## src/rtl/wprot_pkg.sv

```systemverilog
package wprot_pkg;
  localparam int PROT_W    = 16;
  localparam int CODE_W    = 8;
  localparam int RSV_BIT   = 15;
  localparam int LOCK_BIT  = 14;
  localparam int PSK_BIT   = 2;
  localparam int STORE_BIT = 0;
  localparam int GRP_LO    = 1;
  localparam int GRP_HI    = LOCK_BIT - 1;
  // guard vector slots beyond the group bits
  localparam int G_STDWP   = LOCK_BIT;
  localparam int G_EXTWP   = RSV_BIT;

  localparam logic [CODE_W-1:0] C_STDWP = 8'h10;
  localparam logic [CODE_W-1:0] C_EXTWP = 8'hC7;
  localparam logic [CODE_W-1:0] C_OPER  = 8'h01;
  localparam logic [CODE_W-1:0] C_VMODE = 8'h20;
  localparam logic [CODE_W-1:0] C_VCMD  = 8'h21;

  typedef enum logic [1:0] {
    LVL_OPEN = 2'd0,
    LVL_ALL  = 2'd1,
    LVL_OPER = 2'd2,
    LVL_VOUT = 2'd3
  } std_lvl_e;
endpackage

```

## src/rtl/wprot_cmd_map.sv

```systemverilog
module wprot_cmd_map
  import wprot_pkg::*;
#(
  parameter int CW = CODE_W,
  parameter int PW = PROT_W
) (
  input  logic [CW-1:0] code,
  output logic [PW-1:0] guard
);
  always_comb begin
    guard = '0;
    case (code)
      8'h22, 8'h28, 8'h29, 8'hD4, 8'hD6, 8'hD7, 8'hD8: guard[13] = 1'b1;
      8'h20, 8'h21:                                    guard[12] = 1'b1;
      8'h24, 8'h2B, 8'h40, 8'h41, 8'h44, 8'h45:        guard[11] = 1'b1;
      8'h1B, 8'h42, 8'h43, 8'h4A, 8'h51, 8'h6B:        guard[10] = 1'b1;
      8'h46, 8'h47, 8'h4F, 8'h50:                      guard[9]  = 1'b1;
      8'h25, 8'h26, 8'h27:                             guard[8]  = 1'b1;
      8'h01:                                           guard[7]  = 1'b1;
      8'h33, 8'hCD, 8'hCF, 8'hD0, 8'hD1, 8'hD2,
      8'hD5, 8'hDA, 8'hDB:                             guard[6]  = 1'b1;
      8'h55:                                           guard[5]  = 1'b1;
      8'h02, 8'h35, 8'h36, 8'h60, 8'h61, 8'h64, 8'h65: guard[4]  = 1'b1;
      8'h99, 8'h9A, 8'h9B:                             guard[3]  = 1'b1;
      8'h0E:                                           guard[2]  = 1'b1;
      8'h16:                                           guard[1]  = 1'b1;
      8'h15:                                           guard[STORE_BIT] = 1'b1;
      C_STDWP:                                         guard[G_STDWP] = 1'b1;
      C_EXTWP:                                         guard[G_EXTWP] = 1'b1;
      default:                                         guard = '0;
    endcase
  end
endmodule

```

## src/rtl/wprot_std_filter.sv

```systemverilog
module wprot_std_filter
  import wprot_pkg::*;
#(
  parameter int CW = CODE_W
) (
  input  logic [CW-1:0] code,
  input  logic [1:0]    level,
  output logic          allow
);
  logic is_prot, is_oper, is_vout;

  always_comb begin
    is_prot = (code == C_STDWP) || (code == C_EXTWP);
    is_oper = (code == C_OPER);
    is_vout = (code == C_VMODE) || (code == C_VCMD);
    unique case (std_lvl_e'(level))
      LVL_OPEN: allow = 1'b1;
      LVL_ALL:  allow = is_prot;
      LVL_OPER: allow = is_prot || is_oper;
      LVL_VOUT: allow = is_prot || is_oper || is_vout;
      default:  allow = 1'b0;
    endcase
  end
endmodule

```

## src/rtl/wprot_ext_reg.sv

```systemverilog
module wprot_ext_reg
  import wprot_pkg::*;
#(
  parameter int PW = PROT_W
) (
  input  logic          clk,
  input  logic          rst_n,
  input  logic [PW-1:0] dflt,
  input  logic          restore,
  input  logic          wr_acc,
  input  logic [PW-1:0] wr_data,
  output logic [PW-1:0] prot_q,
  output logic          store_shadow_q
);
  localparam logic [PW-1:0] KEEP_MASK = ~(PW'(1) << RSV_BIT);

  logic [PW-1:0] wr_clean, nxt_val;

  always_comb begin
    wr_clean = wr_data & KEEP_MASK;
    // sticky merge while the self-lock bit is set
    nxt_val  = prot_q[LOCK_BIT] ? (prot_q | wr_clean) : wr_clean;
  end

  always_ff @(posedge clk) begin
    if (!rst_n || restore) begin
      prot_q         <= dflt & KEEP_MASK;
      store_shadow_q <= dflt[STORE_BIT];
    end else if (wr_acc) begin
      prot_q         <= nxt_val;
    end
  end
endmodule

```

## src/rtl/wprot_gate.sv

```systemverilog
module wprot_gate
  import wprot_pkg::*;
#(
  parameter int PW = PROT_W,
  parameter int CW = CODE_W
) (
  input  logic          clk,
  input  logic          rst_n,
  input  logic [PW-1:0] dflt_prot,
  input  logic          restore_evt,
  input  logic [1:0]    std_level,
  input  logic          cmd_valid,
  input  logic [CW-1:0] cmd_code,
  input  logic [PW-1:0] cmd_data,
  output logic          wr_en,
  output logic          wr_rej,
  output logic [PW-1:0] prot_val
);
  logic [PW-1:0] guard;
  logic [PW-1:0] hit;
  logic          std_ok, ext_ok, allow, shadow;

  wprot_cmd_map #(.CW(CW), .PW(PW)) u_map (
    .code  (cmd_code),
    .guard (guard)
  );

  wprot_std_filter #(.CW(CW)) u_std (
    .code  (cmd_code),
    .level (std_level),
    .allow (std_ok)
  );

  wprot_ext_reg #(.PW(PW)) u_reg (
    .clk            (clk),
    .rst_n          (rst_n),
    .dflt           (dflt_prot),
    .restore        (restore_evt),
    .wr_acc         (wr_en && guard[G_EXTWP]),
    .wr_data        (cmd_data),
    .prot_q         (prot_val),
    .store_shadow_q (shadow)
  );

  for (genvar g = GRP_LO; g <= GRP_HI; g++) begin : g_grp
    assign hit[g] = guard[g] & prot_val[g];
  end
  assign hit[STORE_BIT] = guard[STORE_BIT] & shadow;
  assign hit[G_STDWP]   = guard[G_STDWP] & prot_val[LOCK_BIT];
  assign hit[G_EXTWP]   = guard[G_EXTWP] & prot_val[LOCK_BIT] & prot_val[PSK_BIT];

  assign ext_ok = ~|hit;
  assign allow  = ext_ok & std_ok;
  assign wr_en  = cmd_valid & allow;
  assign wr_rej = cmd_valid & ~allow;
endmodule

```

## config.mk

```make
export PLATFORM = sky130hd
export DESIGN_NAME = wprot_gate
export DESIGN_NICKNAME = d
export VERILOG_FILES = /design/src/rtl/wprot_pkg.sv /design/src/rtl/wprot_cmd_map.sv /design/src/rtl/wprot_std_filter.sv /design/src/rtl/wprot_ext_reg.sv /design/src/rtl/wprot_gate.sv
export SDC_FILE = /design/constraint.sdc
export NUM_CORES = 1
export LEC_CHECK = 0
export ABC_AREA = 1
export BUFFER_PORTS_ARGS = -buffer_cell sky130_fd_sc_hd__clkbuf_2
export CAP_MARGIN = 30
export CORE_MARGIN = 5
export CORE_UTILIZATION = 48
export DETAILED_ROUTE_END_ITERATION = 8
export PLACE_DENSITY = 0.85
export SLEW_MARGIN = 5
export SYNTH_ARGS = -nofsm -noshare
export SYNTH_HDL_FRONTEND = slang
export SYNTH_HIERARCHICAL = 1
export SYNTH_SLANG_ARGS = --single-unit
export TNS_END_PERCENT = 50
```

## constraint.sdc

```tcl
create_clock -name clk -period 2.44 [get_ports clk]
set_clock_uncertainty 0.05 [all_clocks]
set_input_delay 0.122 -clock clk [delete_from_list [all_inputs] [get_ports clk]]
set_output_delay 0.122 -clock clk [all_outputs]
set_load 0.1 [all_outputs]
```

Word level (Yosys, flattened, before mapping)
Cells that the tools add are included. W data, S select, Z words.

Muxes and demuxes: 20. Bitwise operators: 22. Eq/ne operators: 57. Reductions and logical operators: 20.

Operator list (number): $eq A8 B7 Y1 const B (18); $eq A8 B8 Y1 const B (16); $eq A8 B6 Y1 const B (13); $eq A8 B5 Y1 const B (4); $mux W15 (2); $and A1 B1 Y1 (20); $mux W1 (16); $mux W16 (1); $or A16 B15 Y16 (1); $reduce_or A16 Y1 (1); $reduce_or A7 Y1 (2); $reduce_or A6 Y1 (2); $reduce_or A9 Y1 (1); $eq A8 B1 Y1 const B (1); $eq A8 B2 Y1 const B (1); $eq A8 B4 Y1 const B (1); $reduce_or A3 Y1 (2); $logic_or A1 B1 Y1 (5); $eq A2 B2 Y1 const B (2); $pmux W1 S4 (1); $reduce_or A4 Y1 (1); $eq A2 B1 Y1 const B (1); $logic_not A1 Y1 (2); $logic_not A2 Y1 (1); other kinds (4) (4).

Logic and storage cells: 122. Input port bits: 46. Output and inout bits: 18. Register bits after elaboration: 17.

Longest topological paths before layout
Gate-level depths: netlist of the first run.

Depth after elaboration: 11. Mapped depth: 15. Gate-level depth less buffers: 15.

Cells and area by module
The synthesis of the first run kept the hierarchy.

Modules (own cells, without submodules): wprot_ext_reg (seq. area each 480.5 um^2, times used 1, area an instance 879.6 um^2, cells each 114); wprot_cmd_map (seq. area each 0.0 um^2, times used 1, area an instance 404.1 um^2, cells each 92); wprot_gate (seq. area each 0.0 um^2, times used 1, area an instance 160.2 um^2, cells each 38); wprot_std_filter (seq. area each 0.0 um^2, times used 1, area an instance 98.8 um^2, cells each 23).

Worst setup path after synthesis of the first run
No wires, ideal clock.

Kind: register to output. From: reg u_reg.prot_q[2]. To: out wr_rej. Stages on the path, launching flop included: 7. Data arrival time: 3.506 ns. Buffers on the path: 0. Required time: 2.268 ns. Slack: -1.238 ns. Cells stage by stage: edfxtp_1 > nand2_1 > nand2_1 > nand2_1 > nand2_1 > nor2_2 > a21boi_0.

Word-level cells in the longest chain between the ends: 6. Elaborated cells between the ends (all ways): 7. Classes of those cells: 5 x bitwise; 2 x reduce/logical.

RTL lines: start, declared (line wprot_ext_reg.sv:12) `output logic [PW-1:0] prot_q,`; start signal, assigned (line wprot_ext_reg.sv:27) `prot_q <= dflt & KEEP_MASK;`; start signal, assigned (line wprot_ext_reg.sv:30) `prot_q <= nxt_val;`; $and A1 B1 Y1, on equally long branches (line wprot_gate.sv:46, wprot_gate.sv:50); $reduce_or A16 Y1 (*) (line wprot_gate.sv:52) `assign ext_ok = ~|hit;`; $logic_not A1 Y1 (*) (line wprot_gate.sv:52); $and A1 B1 Y1 (*) (line wprot_gate.sv:53) `assign allow = ext_ok & std_ok;`; $not A1 Y1 (*) (line wprot_gate.sv:55) `assign wr_rej = cmd_valid & ~allow;`; $and A1 B1 Y1 (*) (line wprot_gate.sv:55); end, declared (line wprot_gate.sv:16) `output logic wr_rej,`.

Every way passes the cells marked *; elsewhere a longest branch is shown, timed or not.

Worst setup path in the final report of the first run
From: in cmd_code[7]. To: out wr_rej.

Word-level cells in the longest chain between the ends: 9. Elaborated cells between the ends (all ways): 106. Classes of those cells: 54 x eq/ne; 17 x mux; 20 x bitwise; 15 x reduce/logical.

RTL lines: start, declared (line wprot_gate.sv:13) `input logic [CW-1:0] cmd_code,`; $eq A8 B2 Y1 (tied with other cells) (line wprot_cmd_map.sv:12) `case (code)`; $reduce_or A7 Y1 (*) (line wprot_cmd_map.sv:12); $mux W1 (*) (line wprot_cmd_map.sv:12); net guard[4] (line wprot_gate.sv:19) `logic [PW-1:0] guard;`; $and A1 B1 Y1 (*) (line wprot_gate.sv:46) `assign hit[g] = guard[g] & prot_val[g];`; $reduce_or A16 Y1 (*) (line wprot_gate.sv:52); $logic_not A1 Y1 (*) (line wprot_gate.sv:52); $and A1 B1 Y1 (*) (line wprot_gate.sv:53); $not A1 Y1 (*) (line wprot_gate.sv:55); $and A1 B1 Y1 (*) (line wprot_gate.sv:55).

The timed path passes the listed nets; every way through them passes the cells marked *.

==> results.sh, run 1 <==
export IMPL_drt_wl_total_mm=3.927
export IMPL_antennaDiodeCount=0
export IMPL_die_width_um=66.69
export IMPL_tightest_slew_ps=545.9
export IMPL_sw_frac_of_total_pct=46.20
export IMPL_drt_iter0_markers=212
export IMPL_critPathCaptureType="output port"
export IMPL_crit_chain="clkbuf_2, nor2_1, nand3_1, inv_1, nand3_1, nand3_1, nand2_1, nand2_1, nor2_2, nand2_1, nor2_2, a21boi_2, clkbuf_2"
export IMPL_status="complete, no violations"
export IMPL_cellPowerDensity_nw_per_um2=462.0
export IMPL_antenna_found_initial=0
export IMPL_post_drt_wl_per_cell_um=10.56
export IMPL_ys_ff_latch=16
export IMPL_period_share_pct=81.33
export IMPL_drc=0
export IMPL_ctsRootBufferMaster="clkbuf_4"
export IMPL_cap_violations=0
export IMPL_synth_seq_area_share_pct=31.14
export IMPL_syn_cell_area_um2=1543
export IMPL_p_clk_share_pct=15.3
export IMPL_vias=1767
export IMPL_initial_core_util_pct=50.12
export IMPL_cts_buffers=3
export IMPL_final_nets=376
export IMPL_syn_inst=267
export IMPL_dp_hpwl_mm=3.229
export IMPL_hold_viol=0
export IMPL_ff2ff_path_depth=9
export IMPL_ys_types=22
export IMPL_irDropWorstVdd_mv=0.3572
export IMPL_clockBufferDepth=2
export IMPL_finalSetupTns_ps=0
export IMPL_portBuffers=60
export IMPL_insertion_delay_ps=280
export IMPL_worstSetupStartpointType="input port"
export IMPL_grt_pass1_vias=1671
export IMPL_power_leakage_nw=1.136
export IMPL_max_freq_mhz=503.9
export IMPL_slew_viol_final=0
export IMPL_crit_type="input port to output port"
export IMPL_net_switching_power_uw=407.7
export IMPL_std_cell_rows=20
export IMPL_syn_avg_cell_area_um2=5.778
export IMPL_grt_max_degree=17
export IMPL_clkTransAtPathRegs_ps=90
export IMPL_worst_hold_slack_ps=49.92
export IMPL_critPathMaxStageDelay_ps=460
export IMPL_whs_path_depth=3
export IMPL_fill_cells=322
export IMPL_cts_tree="yes"
export IMPL_slew_headroom_pct=63.76
export IMPL_synth_main_ff_cell="edfxtp_1"
export IMPL_yosys_warnings=6
export IMPL_drive_above_1_share_pct=24.70
export IMPL_synth_net_count=313
export IMPL_worstPathMaxFanout=6
export IMPL_hp_class="input port to register"
export IMPL_drtPass1Iterations=4
export IMPL_grt_usage_pct=19.14
export IMPL_grt_ovfl_total=0
export IMPL_p_comb_share_pct=44.5
export IMPL_syn_to_final_growth_pct=23.84
export IMPL_htree_levels=1
export IMPL_worst_path_max_delay_cell="clkbuf_2"
export IMPL_ant_nets=0
export IMPL_report_final_setup_viol=0
export IMPL_period_minus_slack_ps=1985
export IMPL_seq_power_share_pct=40.2
export IMPL_cp_data_required_time_ps=2270
export IMPL_worstPathArrival_ps=1810
export IMPL_intPower_uw=474.9
export IMPL_ys_async_sr_fraction_pct=0
export IMPL_dieArea_um2=4448
export IMPL_gp_congestion=1.042
export IMPL_postCtsSetupRepairBufs=0
export IMPL_core_area_um2=3078
export IMPL_via_per_inst=4.750
export IMPL_grt_first_pass_wirelength_mm=6.706
export IMPL_rsz0062_at_grt="no"
export IMPL_numClockSinks=16
export IMPL_fp_dieH_um=66.69
export IMPL_synth_enable_flop_cells=16
export IMPL_ioPinCount=64
==> worst max-delay path: cells and delay by family <==
family	cells	cell delay (ps)
compound gates	1	110
simple gates	9	910
buf+inv	3	660
==> cells in the mapped netlist (2+ instances only) <==
cell type	number	share of area (%)
inv_2	5	1.2
nand3_1	15	4.9
nand4_1	2	0.81
o21ai_1	2	0.65
nor2_1	32	7.8
o21ai_0	4	1.3
nor2_2	5	2.0
inv_1	36	8.8
nor2_4	2	1.5
nor3_1	9	2.9
nand2_2	2	0.81
nand2_1	125	30
edfxtp_1	16	31
buf_4	4	1.9
==> final timing paths <==
| check | end | slack, ps | from |
|---|---|---|---|
| max | wr_rej | 460 | cmd_code[7] |
| min | u_reg/prot_q[8] | 50 | dflt_prot[8] |
| max reg2reg | u_reg/prot_q[11] | 710 | u_reg/prot_q[8] |
| min reg2reg | u_reg/prot_q[0] | 590 | u_reg/prot_q[0] |
==> cell usage in the layout (no fill, tap or decap), types with 2 or more instances in the layout <==
cell type	Yosys	final
o21ai_0	4	4
inv_2	5	5
clkbuf_4	0	3
edfxtp_1	16	16
nor2_4	2	2
nand2_1	125	125
nor2_1	32	32
nor2_2	5	5
nand2_2	2	2
o21ai_1	2	2
buf_4	4	3
inv_1	36	36
nand4_1	2	2
nand3_1	15	15
clkbuf_2	0	59
nor3_1	9	9
==> cells by family after synthesis <==
family | share of synthesized area [%]
and+or+nand+nor | 53.04
buffers and inverters | 12.65
DFF | 31.14
AOI/OAI and AO/OA | 2.920
other | 0.2431
==> per-stage QoR <==
stage,area (um^2),cells,setup slack (ps),util (%),power (mW)
2_1_floorplan,1546,267,41.91,-,0.6609
3_3_place_gp,1878,368,351.1,61.02,0.7478
3_5_place_dp,1878,368,300.3,61.02,0.7526
4_1_cts,1911,372,467.6,62.07,0.8855
6_report,1911,372,455.5,62.07,0.8826
5_1_grt,1911,372,262.0,62.07,0.9307
==> power by group through the flow <==
| stage | registers [mW] | logic [mW] | clock network [mW] |
|---|---|---|---|
| 2_1_floorplan | 0.530 | 0.131 | 0 |
| 3_3_place_gp | 0.360 | 0.387 | 0 |
| 3_5_place_dp | 0.361 | 0.391 | 0 |
| 4_1_cts | 0.355 | 0.393 | 0.137 |
| 5_1_grt | 0.358 | 0.422 | 0.150 |
| 6_report | 0.355 | 0.393 | 0.135 |
==> area by class of cell <==
cell class / count / area (um^2) / share of cell area (%)
Sequential cell: 16 / 480.5 / 25.15
Clock buffer: 3 / 22.52 / 1.179
Multi-Input combinational cell: 205 / 870.8 / 45.58
Timing Repair Buffer: 63 / 327.8 / 17.16
Tap cell: 44 / 55.05 / 2.881
Inverter: 41 / 153.9 / 8.055
==> sequential cells by signal, summed over array words and instances, names as in the netlist <==
| register | count |
|---|---|
| u_reg/store_shadow_q | 1 |
| u_reg/prot_q | 15 |
==> per-layer routing <==
metal  part of all wire (%)  wire length [um]  track usage [%]
met2                     48              1884            33.29
met4                    1.5                57            7.868
met1                     42              1666            23.27
met3                    8.1               318            3.035
met5                      0                 0                0
==> what timing repair did <==
item,4_1_cts,5_1_grt
hold buffers,1,0
resized for setup,0,0
endpoints found under the hold margin,1,0
Note: power is estimated with default switching activity, not from simulation.
==> run 2, diff against run 1 <==
--- a/config.mk
+++ b/config.mk
@@ -9,9 +9,9 @@
 export BUFFER_PORTS_ARGS = -buffer_cell sky130_fd_sc_hd__clkbuf_2
 export CAP_MARGIN = 30
 export CORE_MARGIN = 5
-export CORE_UTILIZATION = 48
+export CORE_UTILIZATION = 44
 export DETAILED_ROUTE_END_ITERATION = 8
-export PLACE_DENSITY = 0.85
+export PLACE_DENSITY = 0.82
 export SLEW_MARGIN = 5
 export SYNTH_ARGS = -nofsm -noshare
 export SYNTH_HDL_FRONTEND = slang
==> constraint.sdc (replaced) <==
create_clock -name clk -period 1.8 [get_ports clk]
set_clock_uncertainty 0.05 [all_clocks]
set_input_delay 0.09 -clock clk [delete_from_list [all_inputs] [get_ports clk]]
set_output_delay 0.09 -clock clk [all_outputs]
set_load 0.1 [all_outputs]
==> run 2 against run 1 <==
Compared with the run above:
- power is 47% higher
- via count grew 9.3%
- non-clock buffer count increased by 34
- sequential power up 36%
- clock power grew 35%
- count of clock-buffer cells in the layout stayed put
- critical path depth rose by 2
- core utilization increased by 6.5 points
- final area is 21% higher
- critical path type unchanged
- register-to-register slack got worse by 570 ps
- sequential share of layout area shrank 4.3 points
==> results.sh, run 2 (synthesis results as in run 1) <==
export IMPL_status="complete, no violations"
export IMPL_antennaDiodeCount=0
export IMPL_grt_usage_pct=17.75
export IMPL_numClockSinks=16
export IMPL_antenna_found_initial=0
export IMPL_largestRegisters="u_reg/prot_q: 15 flops, u_reg/store_shadow_q: 1 flops"
export IMPL_crit_chain="clkbuf_2, inv_1, nand2_1, inv_1, nand2_2, buf_4, nor3_1, inv_1, nand2_1, nand2_1, nand2_1, nor2_2, buf_4, a21boi_4, buf_12"
export IMPL_ant_nets=0
export IMPL_fp_dieH_um=69.22
export IMPL_slew_viol_final=0
export IMPL_grt_first_pass_wirelength_mm=7.245
export IMPL_cap_violations=0
export IMPL_worst_path_max_delay_cell="buf_12"
export IMPL_busiest_layer="met2"
export IMPL_grt_max_degree=17
export IMPL_final_util_pct=68.53
export IMPL_clockBufferDepth=2
export IMPL_initial_core_util_pct=45.87
export IMPL_core_area_um2=3363
export IMPL_vias=1931
export IMPL_insertion_delay_ps=280
export IMPL_drtPass1Iterations=4
export IMPL_top_register="u_reg/prot_q"
export IMPL_power_leakage_nw=1.324
export IMPL_met1_usage_pct=22.47
export IMPL_syn_to_final_growth_pct=49.39
export IMPL_cts_buffers=3
export IMPL_drc=0
export IMPL_hp_class="input port to register"
export IMPL_report_final_setup_viol=0
export IMPL_rsz0062_at_grt="yes"
export IMPL_drt_iter0_markers=150
export IMPL_worstPathArrival_ps=1640
export IMPL_max_freq_mhz=561.2
export IMPL_setup_slack_ps=18.00
export IMPL_final_common_cell="nand2_1"
export IMPL_dp_hpwl_mm=3.646
export IMPL_irDropWorstVdd_mv=0.5392
export IMPL_hold_viol=0
export IMPL_finalSetupTns_ps=0
export IMPL_worstSetupStartpointType="input port"
export IMPL_via_per_inst=4.710
export IMPL_crit_top_cell="nand2_1"
export IMPL_drt_wl_total_mm=4.748
export IMPL_cellPowerDensity_nw_per_um2=563.0
export IMPL_portBuffers=60
export IMPL_cts_tree="yes"
export IMPL_path_delay_family="buffers and inverters"
export IMPL_final_nets=411
export IMPL_critPathMaxStageDelay_ps=190
export IMPL_grtUsageMet3_pct=1.884
export IMPL_slew_headroom_pct=63.66
export IMPL_ioPinCount=64
export IMPL_worst_hold_slack_ps=20.50
export IMPL_critPathCaptureType="output port"
export IMPL_worstPathMaxFanout=5
export IMPL_drive_above_1_share_pct=36.26
export IMPL_std_cell_rows=21
export IMPL_gp_congestion=0.9224
export IMPL_path_buf_inv=7
export IMPL_dieArea_um2=4791
export IMPL_ctsRootBufferMaster="clkbuf_4"
export IMPL_period_share_pct=99.00
export IMPL_grt_ovfl_total=0
export IMPL_grt_pass1_vias=1680
export IMPL_largest_register_ffs=15
export IMPL_period_minus_slack_ps=1782
export IMPL_post_drt_wl_per_cell_um=11.58
export IMPL_cp_data_required_time_ps=1660
export IMPL_fill_cells=332
export IMPL_met2_usage_pct=31.04
export IMPL_clkTransAtPathRegs_ps=90
export IMPL_tightest_slew_ps=547.5
export IMPL_crit_type="input port to output port"
export IMPL_layout_common_cells="119 x nand2_1, 53 x clkbuf_2, 37 x buf_4, 35 x inv_1, 28 x nor2_1"
export IMPL_htree_levels=1
export IMPL_place_ws_ps=-168.5
export IMPL_die_width_um=69.22
## run 2: layout make-up
class,count,area [um^2],share of cell area (%)
clock inverter,1,3.754,0.1629
inverter,41,160.2,6.949
timing repair buffer,97,634.4,27.52
multi-input combinational,206,945.9,41.04
sequential,16,480.5,20.85
clock buffer,3,22.52,0.9772
tap,46,57.56,2.497
## run 2: report_power, final
part	internal, mW	switching [mW]	total, mW
Clock	0.0802	0.102	0.182
Combinational	0.181	0.452	0.633
Sequential	0.454	0.0285	0.482
Total	0.715	0.583	1.30
## run 2: repair_timing
action | in CTS | in global routing
pin swaps | 0 | 7
hold buffers | 1 | 0
cloned | 0 | 1
endpoints found under the hold margin | 1 | 0
resized for setup | 2 | 34
endpoints found under the setup margin | 2 | 17
setup buffers | 0 | 10
## run 2: worst paths after layout
kind / startpoint / end / slack, ps / cells after the start
max reg2reg: u_reg/prot_q[10] / u_reg/prot_q[6] / 140 / 8
max: cmd_code[5] / wr_rej / 20 / 15
min reg2reg: u_reg/prot_q[0] / u_reg/prot_q[0] / 610 / 4
min: dflt_prot[2] / u_reg/prot_q[2] / 20 / 3
## run 2: worst register-to-register path: cells and delay by family, from the launching register on
kind,cells,cell delay (ps)
flip-flops,1,450
AND/OR/NAND/NOR,8,870
## run 2: per-layer routing
layer	up-vias	part of all wire, %
met5	-	0
met4	0	1.9
met3	6	5.2
met2	63	50
met1	853	43
li1	1009	-
## run 2: metrics by stage
| step | instances | total power [mW] | area, um^2 |
|---|---|---|---|
| 2_1_floorplan | 267 | 0.9000 | 1560 |
| 3_3_place_gp | 394 | 1.069 | 2102 |
| 3_5_place_dp | 394 | 1.074 | 2102 |
| 4_1_cts | 399 | 1.254 | 2146 |
| 5_1_grt | 410 | 1.355 | 2305 |
| 6_report | 410 | 1.298 | 2305 |
